`src/rtl/frm_pkg.sv`:
```
package frm_pkg;
  typedef enum logic {
    SEL_FRAME = 1'b0,
    SEL_BASE  = 1'b1
  } reg_sel_e;
endpackage

```
`src/rtl/frm_wr_gate.sv`:
```
module frm_wr_gate
  import frm_pkg::*;
#(
  parameter int REG_W = 32,
  parameter int FN_W  = 11
) (
  input  logic               wr_en,
  input  logic               wr_addr,
  input  logic [REG_W-1:0]   wr_data,
  input  logic [REG_W/8-1:0] wr_be,
  input  logic               run_stop,
  input  logic               halted,
  output logic               frame_load,
  output logic [FN_W-1:0]    frame_val,
  output logic               base_we,
  output logic [REG_W/8-1:0] base_be,
  output logic [REG_W-1:0]   base_data
);
  logic sel_frame;
  logic full_word;

  always_comb begin
    sel_frame  = (reg_sel_e'(wr_addr) == SEL_FRAME);
    full_word  = (wr_be[1:0] == 2'b11);
    frame_load = wr_en && sel_frame && full_word && halted && !run_stop;
    frame_val  = wr_data[FN_W-1:0];
    base_we    = wr_en && !sel_frame;
    base_be    = wr_be;
    base_data  = wr_data;
  end
endmodule

```
`src/rtl/frm_counter.sv`:
```
module frm_counter #(
  parameter int FN_W = 11
) (
  input  logic            clk,
  input  logic            rst,
  input  logic            load,
  input  logic [FN_W-1:0] load_val,
  input  logic            inc,
  output logic [FN_W-1:0] count
);
  always_ff @(posedge clk) begin
    if (rst)       count <= '0;
    else if (load) count <= load_val;
    else if (inc)  count <= count + 1'b1;
  end

  p_inc_r3: assert property (@(posedge clk) disable iff (rst)
    (inc && !load) |=> (count == FN_W'($past(count) + 1'b1)));
  p_wrap_r4: assert property (@(posedge clk) disable iff (rst)
    (inc && !load && (&count)) |=> (count == '0));
  p_hold_r5: assert property (@(posedge clk) disable iff (rst)
    (!inc && !load) |=> $stable(count));
  p_load_r7: assert property (@(posedge clk) disable iff (rst)
    load |=> (count == $past(load_val)));
endmodule

```
`src/rtl/frm_base_reg.sv`:
```
module frm_base_reg #(
  parameter int REG_W      = 32,
  parameter int ALIGN_BITS = 12
) (
  input  logic                  clk,
  input  logic                  we,
  input  logic [REG_W/8-1:0]    be,
  input  logic [REG_W-1:0]      wd,
  output logic [REG_W-1:ALIGN_BITS] base
);
  always_ff @(posedge clk) begin
    if (we) begin
      for (int i = ALIGN_BITS; i < REG_W; i++) begin
        if (be[i/8]) base[i] <= wd[i];
      end
    end
  end
endmodule

```
`src/rtl/frm_sched_timer.sv`:
```
module frm_sched_timer
  import frm_pkg::*;
#(
  parameter int REG_W       = 32,
  parameter int FN_W        = 11,
  parameter int ALIGN_BITS  = 12,
  parameter int ENTRY_SHIFT = 2
) (
  input  logic             clk,
  input  logic             rst,
  input  logic             run_stop,
  input  logic             halted,
  input  logic             eof_strobe,
  input  logic             wr_en,
  input  logic             wr_addr,
  input  logic [31:0]      wr_data,
  input  logic [3:0]       wr_be,
  input  logic             rd_en,
  input  logic             rd_addr,
  output logic [31:0]      rd_data,
  output logic [10:0]      sof_frame,
  output logic [31:0]      list_ptr
);
  localparam int IDX_W = ALIGN_BITS - ENTRY_SHIFT;
  localparam int BE_W  = REG_W / 8;

  logic                      frame_load;
  logic [FN_W-1:0]           frame_val;
  logic                      base_we;
  logic [BE_W-1:0]           base_be;
  logic [REG_W-1:0]          base_data;
  logic [FN_W-1:0]           frame_q;
  logic [REG_W-1:ALIGN_BITS] base_q;
  logic                      frame_inc;

  frm_wr_gate #(.REG_W(REG_W), .FN_W(FN_W)) u_gate (
    .wr_en(wr_en), .wr_addr(wr_addr), .wr_data(wr_data), .wr_be(wr_be),
    .run_stop(run_stop), .halted(halted),
    .frame_load(frame_load), .frame_val(frame_val),
    .base_we(base_we), .base_be(base_be), .base_data(base_data)
  );

  assign frame_inc = eof_strobe && run_stop && !halted;

  frm_counter #(.FN_W(FN_W)) u_cnt (
    .clk(clk), .rst(rst), .load(frame_load), .load_val(frame_val),
    .inc(frame_inc), .count(frame_q)
  );

  frm_base_reg #(.REG_W(REG_W), .ALIGN_BITS(ALIGN_BITS)) u_base (
    .clk(clk), .we(base_we), .be(base_be), .wd(base_data), .base(base_q)
  );

  always_ff @(posedge clk) begin
    if (rst) rd_data <= '0;
    else if (rd_en) begin
      if (reg_sel_e'(rd_addr) == SEL_BASE) rd_data <= {base_q, {ALIGN_BITS{1'b0}}};
      else                                 rd_data <= {{(REG_W-FN_W){1'b0}}, frame_q};
    end
  end

  assign sof_frame = frame_q;
  assign list_ptr  = {base_q, frame_q[IDX_W-1:0], {ENTRY_SHIFT{1'b0}}};

  p_rsv_zero_r2: assert property (@(posedge clk) disable iff (rst)
    (rd_en && rd_addr == 1'b0) |=> (rd_data[31:FN_W] == '0));
  p_readback_r6: assert property (@(posedge clk) disable iff (rst)
    (rd_en && rd_addr == 1'b0) |=> (rd_data[FN_W-1:0] == $past(sof_frame)));
  p_run_block_r8: assert property (@(posedge clk) disable iff (rst)
    (wr_en && wr_addr == 1'b0 && run_stop && !eof_strobe) |=> $stable(sof_frame));
  p_live_block_r9: assert property (@(posedge clk) disable iff (rst)
    (wr_en && wr_addr == 1'b0 && !halted && !eof_strobe) |=> $stable(sof_frame));
  p_partial_r10: assert property (@(posedge clk) disable iff (rst)
    (wr_en && wr_addr == 1'b0 && wr_be[1:0] != 2'b11 && !eof_strobe) |=> $stable(sof_frame));
  p_base_low_r11: assert property (@(posedge clk) disable iff (rst)
    (rd_en && rd_addr == 1'b1) |=> (rd_data[ALIGN_BITS-1:0] == '0));
  p_ptr_align_r12: assert property (@(posedge clk) disable iff (rst)
    list_ptr[ENTRY_SHIFT-1:0] == '0);
endmodule

```
`config.mk`:
```
export PLATFORM = sky130hd
export DESIGN_NAME = frm_sched_timer
export DESIGN_NICKNAME = d
export VERILOG_FILES = /design/src/rtl/frm_pkg.sv /design/src/rtl/frm_wr_gate.sv /design/src/rtl/frm_counter.sv /design/src/rtl/frm_base_reg.sv /design/src/rtl/frm_sched_timer.sv
export SDC_FILE = /design/constraint.sdc
export NUM_CORES = 1
export LEC_CHECK = 0
export BUFFER_PORTS_ARGS = -buffer_cell sky130_fd_sc_hd__buf_2
export CAP_MARGIN = 20
export CORE_AREA = 2 2 100 63
export DETAILED_ROUTE_END_ITERATION = 10
export DIE_AREA = 0 0 102 65
export PLACE_DENSITY = 0.88
export SETUP_SLACK_MARGIN = 0.1
export SLEW_MARGIN = 25
export SYNTH_ARGS = -nofsm -noshare
export SYNTH_HDL_FRONTEND = slang
export SYNTH_SLANG_ARGS = --single-unit
```
`constraint.sdc`:
```
create_clock -name clk -period 2 [get_ports clk]
set_input_delay 0 -clock clk [delete_from_list [all_inputs] [get_ports clk]]
set_output_delay 0 -clock clk [all_outputs]
set_load 0.02 [all_outputs]
```
# After elaboration in Yosys (flattened, before gate mapping)

Index checks and enable logic that the tools add are counted.

Register bits after elaboration: 63
Latch bits: 0
RAM bits: 0
Memory bits (read-only): 0
Input port bits: 45
Output and inout port bits: 75
Word-level logic and storage cells: 24
Memories kept: 0

Add/subtract/negate cells: 1
Multiply operators: 0
Div/mod/pow operators: 0
Magnitude comparators: 0
Equality and inequality tests: 1
Shifts and indexed selects: 0
Muxes and demuxes: 3
Bitwise gates (word level): 1
Reductions and logical operators: 13

Operators by type and width:

| kind                                           | count |
|---|---|
| 2-to-1 mux 32 bit                              | 1 |
| 2-to-1 mux 11 bit                              | 2 |
| adder 11 x 1 -> 11 bit (second input constant) | 1 |
| logical AND 1 bit                              | 7 |
| AND reduction 2 bit                            | 3 |
| equality test 2 bit (second input constant)    | 1 |
| logical NOT 1 bit                              | 2 |
| nonzero test 2 bit                             | 1 |
| NOT 1 bit                                      | 1 |

# Longest topological paths before layout

Gate-level depths: netlist of run 1.

Depth in word-level cells: 6
Mapped depth: 5
Gate-level depth less buffers: 5

# Modules after synthesis

A second synthesis of run 1 with hierarchy kept.

Cell total of the unflattened synthesis: 305
Area, all modules: 3030.4 um^2

By module, submodules not included:

| module          | times used | cells an instance | area each (um^2) | sequential area each (um^2) |
|---|---|---|---|---|
| frm_sched_timer | 1          | 153               | 1365.1           | 620.6 |
| frm_counter     | 1          | 79                | 665.6            | 220.2 |
| frm_base_reg    | 1          | 23                | 619.3            | 600.6 |
| frm_wr_gate     | 1          | 50                | 380.4            | 0.0 |

# Least setup slack after synthesis of run 1

Ideal clock, no wire load.

Kind: register -> register
Start: register u_cnt.count[0]
End: register u_cnt.count[8]
Library setup time: 0.080 ns
Arrival time: 1.456 ns
Required time: 1.920 ns
Setup slack: 0.464 ns
Cell stages (with the launch flop): 6
Path buffers: 0
Clock period less this slack: 1.536 ns
Cell sequence: dfxtp_1 ha_1 nand4b_1 nor3_1 xnor2_1 a211oi_2

Cells in the longest elaborated chain, start to end: 3

Ends and longest elaborated chain:

| item                     | RTL line          | source |
|---|---|---|
| start: declaration       | frm_counter.sv:9  | `output logic [FN_W-1:0] count` |
| start signal: assignment | frm_counter.sv:13 | `else if (load) count <= load_val;` |
| start signal: assignment | frm_counter.sv:14 | `else if (inc) count <= count + 1'b1;` |
| adder 11 x 1 -> 11 bit   | frm_counter.sv:14 |  |
| 2-to-1 mux 11 bit        | frm_counter.sv:14 |  |
| 2-to-1 mux 11 bit        | frm_counter.sv:13 |  |

No other way between the ends. The select of a mux whose other input is x is not followed.
A chain may end at the register's enable or synchronous reset.

# Final worst setup path of run 1

Start: register u_cnt.count[1]
End: register u_cnt.count[8]

The elaborated chain is that of the path after synthesis.

==> metrics.csv, run 1 <==
metric,value,unit
status,"finished, final reports clean",
finalSetupViolCount,0,
cts-resized-gates,0,
r2r_setup_slack,330,ps
diodes,0,
yosys_warnings,0,
gp_congestion,0.817,
relSlewSlack,0.429,
synth_area,2550,um2
tightest_slew,856,ps
yosysUniqueCellTypes,29,
ir_drop,421,uV
cp.arrival,1840,ps
rr_endpoint,u_cnt.count[8],
grt_pass1_wl,10000,um
layout_common_cells,"buf_2, dfxtp_1, nor2_1, a21oi_1, dlygate4sd3_1",
cts_tree,yes,
clock-sinks,62,
grt-ovfl-total,0,
drtAntennaViolNets,0,
die_height,65,um
place_ws,357,ps
finalNetCount,422,
path_buf_inv,0,
cts.clk_slew.worst_paths,70,ps
fmax,599,MHz
worst_r2r_path_depth,5,
cts_htree_levels,3,
yosys_register_bits,62,
grt_setup_unrepaired,no,
netlist_instances,243,
hold_start,wr_data[9],
drtIter0Drc,87,
hold_depth,3,
cp_cell_sequence,ha_1 -> nand4b_1 -> nor3_1 -> xnor2_1 -> a211oi_2,
dr_total_vias,2183,
postCtsSetupBuffers,0,
slew_violations,0,
dieArea,6630,um2
whs,8.86,ps
avgViaCountPerCell,4.69,
clock_skew,3.69,ps
hold_violations,0,
finalCriticalPeriod,1670,ps
syn_area_per_cell,10.5,um2
num_rows,22,
r2r-start,u_cnt.count[1],
path_delay_family,simple AND/OR/NAND/NOR gates,
min_to,u_cnt.count[9],
required,2180,ps
path_class,flop to flop,
grt_usage,0.201,
wl_per_cell,14.0,um
syn2layout_area_growth,41.8,%
core,5840,um2
drive_gt1_frac,0.378,
port_buffers,115,
place_hpwl,4430,um
clockRootBuffer,clkbuf_8,
hold_path_class,input port to flop,
critical_path.max_stage_delay,450,ps
firstDrtPassIters,4,
routed_wl,6520,um
clk_latency,320,ps
dpl.cell_count,421,
clock_path_buffers,2,
fin_cells,465,
fin_ws,332,ps
total_power,2.86,mW
drc,0,
finalCritPeriodShare,0.834,
maxCapViolations,0,
ys_seq_area_frac,0.565,
start_util,0.437,
first_global_vias,2114,
cts_buffers,9,
critical-path-slowest-cell,dfxtp_1,
path_max_fanout,7,
grt_max_degree,43,
p_leak,1.58,nW
antenna_found_initial,0,
path_depth,5,
end_kind,flop,
p_per_area,790,nW/um2
final_common_cell,buf_2,
io_pins,120,
start_kind,flop,
fin_setup_tns,0,ps
die_w,102,um
==> worst max-delay path by stage <==
stage / start / endpoint / slack, ps
2_1_floorplan: u_cnt.count[0] / u_cnt.count[8] / 460
3_3_place_gp: u_cnt.count[1] / u_cnt.count[8] / 490
3_5_place_dp: u_cnt.count[1] / u_cnt.count[8] / 360
4_1_cts: u_cnt.count[1] / u_cnt.count[8] / 340
5_1_grt: u_cnt.count[1] / u_cnt.count[8] / 190
6_report: u_cnt.count[1] / u_cnt.count[8] / 330
==> tightest hold or removal path: cells and delay by family <==
family                 cells  cell delay [ps]
AND/OR/NAND/NOR            1              130
buffers and inverters      1              100
AO/OA/AOI/OAI              1               60
==> cells by family after synthesis <==
logic type | after synthesis | share of synthesized area
and+or+nand+nor | 96 | 0.225
xor gates and xnor gates | 9 | 0.0309
other | 1 | 0.00147
adders and majority gates | 1 | 0.00491
muxes | 1 | 0.00393
DFF | 62 | 0.565
buffers and inverters | 30 | 0.0653
AOI/OAI and AO/OA | 43 | 0.104
==> area by class of cell <==
class	count	area (um2)
clock buffers	10	138
multi-input cells	153	950
inverters	3	11.3
clock inverters	6	85.1
repair buffers	147	886
fillers	540	2220
flip-flops and latches	62	1440
well taps	84	105
==> metal layers <==
metal	vias to the layer above	global-route usage	share of wire
met5	-	0	0
met4	0	0.0617	0.0074
met3	6	0.0863	0.064
met2	77	0.329	0.49
met1	1018	0.241	0.44
li1	1082	-	-
==> per-stage QoR <==
step | area [um2] | util
floorplan | 2560 | -
global placement | 3110 | 0.533
detailed placement | 3110 | 0.533
CTS | 3610 | 0.618
global route | 3620 | 0.620
finish | 3620 | 0.620
==> cells in the mapped netlist <==
cell | n | area, um2
ha_1 | 1 | 12.5
inv_1 | 3 | 11.3
conb_1 | 1 | 3.75
a21oi_1 | 32 | 160
mux2i_1 | 1 | 10.0
buf_4 | 13 | 97.6
o22a_1 | 1 | 8.76
and2_1 | 1 | 6.26
nand2_1 | 3 | 11.3
buf_2 | 4 | 20.0
nand4_4 | 1 | 21.3
xnor2_1 | 9 | 78.8
nand3b_4 | 1 | 20.0
buf_1 | 1 | 3.75
nor2_1 | 32 | 120
and3_1 | 3 | 18.8
nor2b_1 | 20 | 125
a211oi_2 | 4 | 50.1
nor3_1 | 3 | 15.0
a211oi_1 | 6 | 45.0
and4b_1 | 1 | 10.0
nand3b_1 | 12 | 90.1
nand4b_1 | 1 | 8.76
clkbuf_1 | 9 | 33.8
edfxtp_1 | 20 | 601
nor4_2 | 3 | 37.5
nand2b_1 | 11 | 68.8
dfxtp_1 | 42 | 841
nand3_1 | 4 | 20.0
==> flip-flops by register name, indices dropped and copies added, names as in the netlist <==
register     cells
u_base.base     20
u_cnt.count     11
rd_data         31
==> report_power, final <==
group          internal (mW)  switching (mW)
registers               1.34          0.0227
logic                  0.129           0.160
clock network          0.731           0.474
==> repair_timing <==
item | in CTS | in global routing
endpoints found under the hold margin | 27 | 1
hold buffers | 27 | 1
endpoints found under the setup margin | 0 | 0
(Power assumes the default switching activity.)
==> inputs of run 2 (changes only) <==
--- a/config.mk
+++ b/config.mk
@@ -7,10 +7,10 @@
 export LEC_CHECK = 0
 export BUFFER_PORTS_ARGS = -buffer_cell sky130_fd_sc_hd__buf_2
 export CAP_MARGIN = 20
-export CORE_AREA = 2 2 100 63
+export CORE_AREA = 2 2 104 66
 export DETAILED_ROUTE_END_ITERATION = 10
-export DIE_AREA = 0 0 102 65
-export PLACE_DENSITY = 0.88
+export DIE_AREA = 0 0 106 68
+export PLACE_DENSITY = 0.85
 export SETUP_SLACK_MARGIN = 0.1
 export SLEW_MARGIN = 25
 export SYNTH_ARGS = -nofsm -noshare
==> constraint.sdc (replaced) <==
create_clock -name clk -period 1.5 [get_ports clk]
set_input_delay 0 -clock clk [delete_from_list [all_inputs] [get_ports clk]]
set_output_delay 0 -clock clk [all_outputs]
set_load 0.02 [all_outputs]
==> run 2 against run 1 <==
  * Routed wire length rose by 5.5%
  * Highest routed layer unchanged
  * Clock skew grew 1.9 ps
  * Global-route usage down 1.7 points
==> metrics.csv, run 2 (synthesized netlist as in run 1, its figures left out) <==
metric,value,unit
cts_buffers,9,
io_pins,120,
status,"finished, final reports clean",
cts.clk_slew.worst_paths,70,ps
grt_max_degree,43,
r2r-start,u_cnt.count[0],
first_global_vias,2045,
largest_reg_flops,31,
clockRootBuffer,clkbuf_8,
cp_cell_sequence,ha_2 -> nand4b_1 -> buf_4 -> xnor2_1 -> a211oi_1,
fin_setup_tns,0,ps
fillers,569,
fmax,726,MHz
finalSetupViolCount,0,
finalNetCount,431,
clock_skew,5.60,ps
num_rows,23,
tightest_slew,763,ps
multi_input_area,970,um2
dr_total_vias,2250,
slew_violations,0,
final_common_cell,buf_2,
clk_latency,330,ps
path_max_fanout,4,
layout_common_cells,"buf_2, dfxtp_1, a21oi_1",
min_to,u_cnt.count[0],
fin_ws,123,ps
clock_path_buffers,2,
cts_htree_levels,3,
p_per_area,1030,nW/um2
p_seq_frac,0.472,
diodes,0,
end_kind,flop,
firstDrtPassIters,4,
register_area,1450,um2
grt_usage,0.184,
critical_path.max_stage_delay,330,ps
place_ws,148,ps
hold_violations,0,
port_buffers,115,
rr_endpoint,u_cnt.count[2],
grt_pass1_wl,10100,um
syn2layout_area_growth,46.2,%
drtAntennaViolNets,0,
path_delay_family,flip-flops,
r2r_setup_slack,120,ps
critical-path-slowest-cell,dfxtp_2,
drc,0,
antenna_found_initial,0,
die_w,106,um
die_height,68,um
p_int,2.94,mW
power_frac_clock,0.423,
worst_r2r_path_depth,5,
wl_per_cell,14.4,um
cts_tree,yes,
avgViaCountPerCell,4.72,
p_leak,1.63,nW
hold_depth,4,
grt-ovfl-total,0,
ir_drop,583,uV
core,6360,um2
start_util,0.401,
path_buf_inv,1,
finalCritPeriodShare,0.918,
path_class,flop to flop,
hold_path_class,input port to flop,
drive_gt1_frac,0.405,
hold_start,wr_data[0],
routed_wl,6880,um
place_hpwl,4610,um
drtIter0Drc,166,
clock-sinks,62,
reg.largest.list,"rd_data: 31 flops, u_base.base: 20 flops, u_cnt.count: 11 flops",
relSlewSlack,0.492,
start_kind,flop,
dieArea,7210,um2
swShare,0.234,
finalCriticalPeriod,1380,ps
comb_power_share,0.106,
cp.arrival,1620,ps
critPathLaunch,u_cnt.count[0],
maxCapViolations,0,
total_power,3.85,mW
top_register,rd_data,
gp_congestion,0.840,
required,1740,ps
switching_power,901,uW
grt_setup_unrepaired,yes,
-- run 2: changes by cell type in the layout (fill, tap and decap cells not counted), sizes merged --
| cell | delta |
|---|---|
| clkinvlp | -1 |
| clkinv | +1 |
| buf | +7 |
| dlygate4sd3 | +2 |
-- run 2: layout make-up --
type,instances,share of cell area
Clock buffer,10,0.0369
Multi-Input combinational cell,153,0.260
Tap cell,87,0.0292
Clock inverter,6,0.0228
Sequential cell,62,0.388
Timing Repair Buffer,156,0.260
Inverter,3,0.00302
-- run 2: metrics by stage --
step                      cell area [um2]  cells  hold WS [ps]  utilization
final                                3730    477          44.9        0.586
after global routing                 3730    477          55.2        0.586
after CTS                            3700    476          34.7        0.583
after detailed placement             3180    430           178        0.500
after global placement               3180    430           177        0.500
after floorplan                      2560    245          98.9            -
-- run 2: worst max path at each step --
stage / end / cells past startpoint
2_1_floorplan: u_cnt.count[8] / 5
6_report: u_cnt.count[2] / 5
4_1_cts: u_cnt.count[6] / 5
3_5_place_dp: u_cnt.count[8] / 5
3_3_place_gp: u_cnt.count[8] / 5
5_1_grt: u_cnt.count[6] / 5
-- run 2: what timing repair did --
item | CTS | global route
hold buffers | 30 | 0
hold endpoints to repair | 30 | 0
gates resized for setup | 0 | 5
setup endpoints to repair | 0 | 8
buffers inserted | 0 | 1
-- run 2: per-layer routing --
metal	vias up	GRT usage	routed length, um
li1	1105	-	-
met1	1046	0.242	3180
met2	91	0.291	3230
met3	8	0.0552	389
met4	0	0.0674	85
met5	-	0	0
-- run 2: power by group through the flow --
| stage | sequential, mW | clock, mW | combinational, mW |
|---|---|---|---|
| final | 1.81 | 1.62 | 0.406 |
| after global routing | 1.82 | 1.75 | 0.436 |
| after CTS | 1.81 | 1.67 | 0.405 |
| after detailed placement | 1.85 | 0 | 0.344 |
| after global placement | 1.85 | 0 | 0.338 |
| after floorplan | 1.92 | 0 | 0.131 |
-- run 2: tightest hold or removal path, cell delays in order --
cell     delay, ps
buf_2          100
inv_1           40
o22a_1         130
a21oi_1         60
==> inputs of run 3 (changes only) <==
--- a/config.mk
+++ b/config.mk
@@ -7,10 +7,10 @@
 export LEC_CHECK = 0
 export BUFFER_PORTS_ARGS = -buffer_cell sky130_fd_sc_hd__buf_2
 export CAP_MARGIN = 20
-export CORE_AREA = 2 2 104 66
+export CORE_AREA = 2 2 107 67
 export DETAILED_ROUTE_END_ITERATION = 10
-export DIE_AREA = 0 0 106 68
-export PLACE_DENSITY = 0.85
+export DIE_AREA = 0 0 109 69
+export PLACE_DENSITY = 0.82
 export SETUP_SLACK_MARGIN = 0.1
 export SLEW_MARGIN = 25
 export SYNTH_ARGS = -nofsm -noshare
==> run 3 against run 2 <==
  * Via count shrank 0.13%
  * First-iteration DRC count is 37% lower
  * Count of clock-buffer cells in the layout up 1
  * Critical path depth stayed put
  * Final area fell by 0.94%
  * Clock power fell by 14%
  * Clock skew up 1.7 ps
  * Final cell count unchanged
  * Worst hold slack better by 20 ps
  * Maximum frequency grew 3.8%
  * Critical path type unchanged
  * Largest power group unchanged
==> metrics.csv, run 3 (synthesized netlist as in run 1, its figures left out) <==
metric,value,unit
dr_total_vias,2247,
cts_tree,yes,
start_kind,flop,
cts.clk_slew.worst_paths,60,ps
clock-sinks,62,
port_buffers,115,
start_util,0.390,
fillers,569,
path_max_fanout,4,
path_class,flop to flop,
rr_endpoint,u_cnt.count[8],
place_hpwl,4630,um
finalCriticalPeriod,1330,ps
clk_latency,330,ps
dieArea,7520,um2
cp_cell_sequence,ha_1 -> nand4b_1 -> nor3_2 -> xnor2_1 -> a211oi_2,
total_power,3.61,mW
slew_violations,0,
gp_congestion,0.820,
fin_ws,174,ps
dpl.cell_count,431,
grt-ovfl-total,0,
worst_r2r_path_depth,5,
grt_max_degree,43,
required,1760,ps
critical-path-slowest-cell,dfxtp_2,
cts_buffers,9,
cp.arrival,1580,ps
finalNetCount,431,
grt_usage,0.183,
drive_gt1_frac,0.397,
hold_violations,0,
drc,0,
maxCapViolations,0,
drtIter0Drc,105,
place_ws,139,ps
top_register,rd_data,
avgViaCountPerCell,4.71,
core,6530,um2
die_height,69,um
routed_wl,6740,um
status,"finished, final reports clean",
largest_reg_flops,31,
grt_pass1_wl,10400,um
register_area,1450,um2
ir_drop,590,uV
r2r-start,u_cnt.count[0],
diodes,0,
syn2layout_area_growth,44.8,%
fin_cells,477,
antenna_found_initial,0,
first_global_vias,2130,
grt_setup_unrepaired,no,
firstDrtPassIters,4,
finalCritPeriodShare,0.884,
hold_path_class,input port to flop,
fmax,754,MHz
critPathLaunch,u_cnt.count[0],
multi_input_area,966,um2
crit_end,u_cnt.count[8],
relSlewSlack,0.484,
p_per_area,978,nW/um2
clock_skew,7.29,ps
layout_common_cells,"buf_2, dfxtp_1, nor2_1, a21oi_1, dlygate4sd3_1",
final_common_cell,buf_2,
reg.largest.list,"rd_data: 31 flops, u_base.base: 20 flops, u_cnt.count: 11 flops",
die_w,109,um
critical_path.max_stage_delay,330,ps
tightest_slew,775,ps
end_kind,flop,
r2r_setup_slack,170,ps
num_rows,23,
cts_htree_levels,3,
p_leak,1.64,nW
drtAntennaViolNets,0,
fin_setup_tns,0,ps
finalSetupViolCount,0,
io_pins,120,
clock_path_buffers,2,
clockRootBuffer,clkbuf_8,
wl_per_cell,14.1,um
==> run 3: changes by cell type in the layout (fill, tap and decap cells not counted), sizes merged <==
cell,delta
bufinv,-1
clkinv,+1
clkinvlp,-1
clkbuf,+1
==> run 3: how the worst min path moves through the flow <==
stage	startpoint	endpoint	slack (ps)	depth (start not counted)
after floorplan	wr_data[12]	u_base.base[12]	100	0
after CTS	wr_data[0]	u_cnt.count[0]	20	4
after global placement	wr_data[24]	u_base.base[24]	180	1
final	wr_data[0]	u_cnt.count[0]	60	4
after detailed placement	wr_data[26]	u_base.base[26]	180	1
after global routing	wr_data[0]	u_cnt.count[0]	50	4
==> run 3: stage by stage <==
stage | area (um2) | hold slack, ps | util
finish | 3690 | 64.8 | 0.565
global route | 3690 | 52.2 | 0.565
CTS | 3680 | 21.8 | 0.563
detailed placement | 3190 | 178 | 0.488
global placement | 3190 | 177 | 0.488
floorplan | 2560 | 98.9 | -
==> run 3: layout make-up <==
cell class / count / area share
clock inverter: 5 / 0.0132
inverter: 3 / 0.00305
timing repair buffer: 156 / 0.263
sequential: 62 / 0.392
multi-input combinational: 153 / 0.262
tap: 87 / 0.0295
clock buffer: 11 / 0.0383
==> run 3: repair_timing <==
action,in CTS,in global routing
resized for setup,0,4
hold buffers,30,0
buffers inserted,0,0
hold endpoints to repair,30,0
endpoints found under the setup margin,0,6
==> run 3: per-layer routing <==
layer,wire [um],GRT usage
met5,0,0
met3,518,0.0643
met2,3240,0.295
met1,2920,0.226
met4,70,0.0655
==> run 3: report_power, final <==
group / internal, mW / total [mW] / switching, mW
logic: 0.184 / 0.406 / 0.222
clock network: 0.798 / 1.39 / 0.592
registers: 1.79 / 1.82 / 0.0281
==> run 3: worst max-delay path: cells and delay by family (launching register included) <==
family / cells / cell delay, ps
compound gates: 1 / 210
xor+xnor: 1 / 100
fa+ha+maj: 1 / 160
flops: 1 / 330
simple gates: 2 / 450
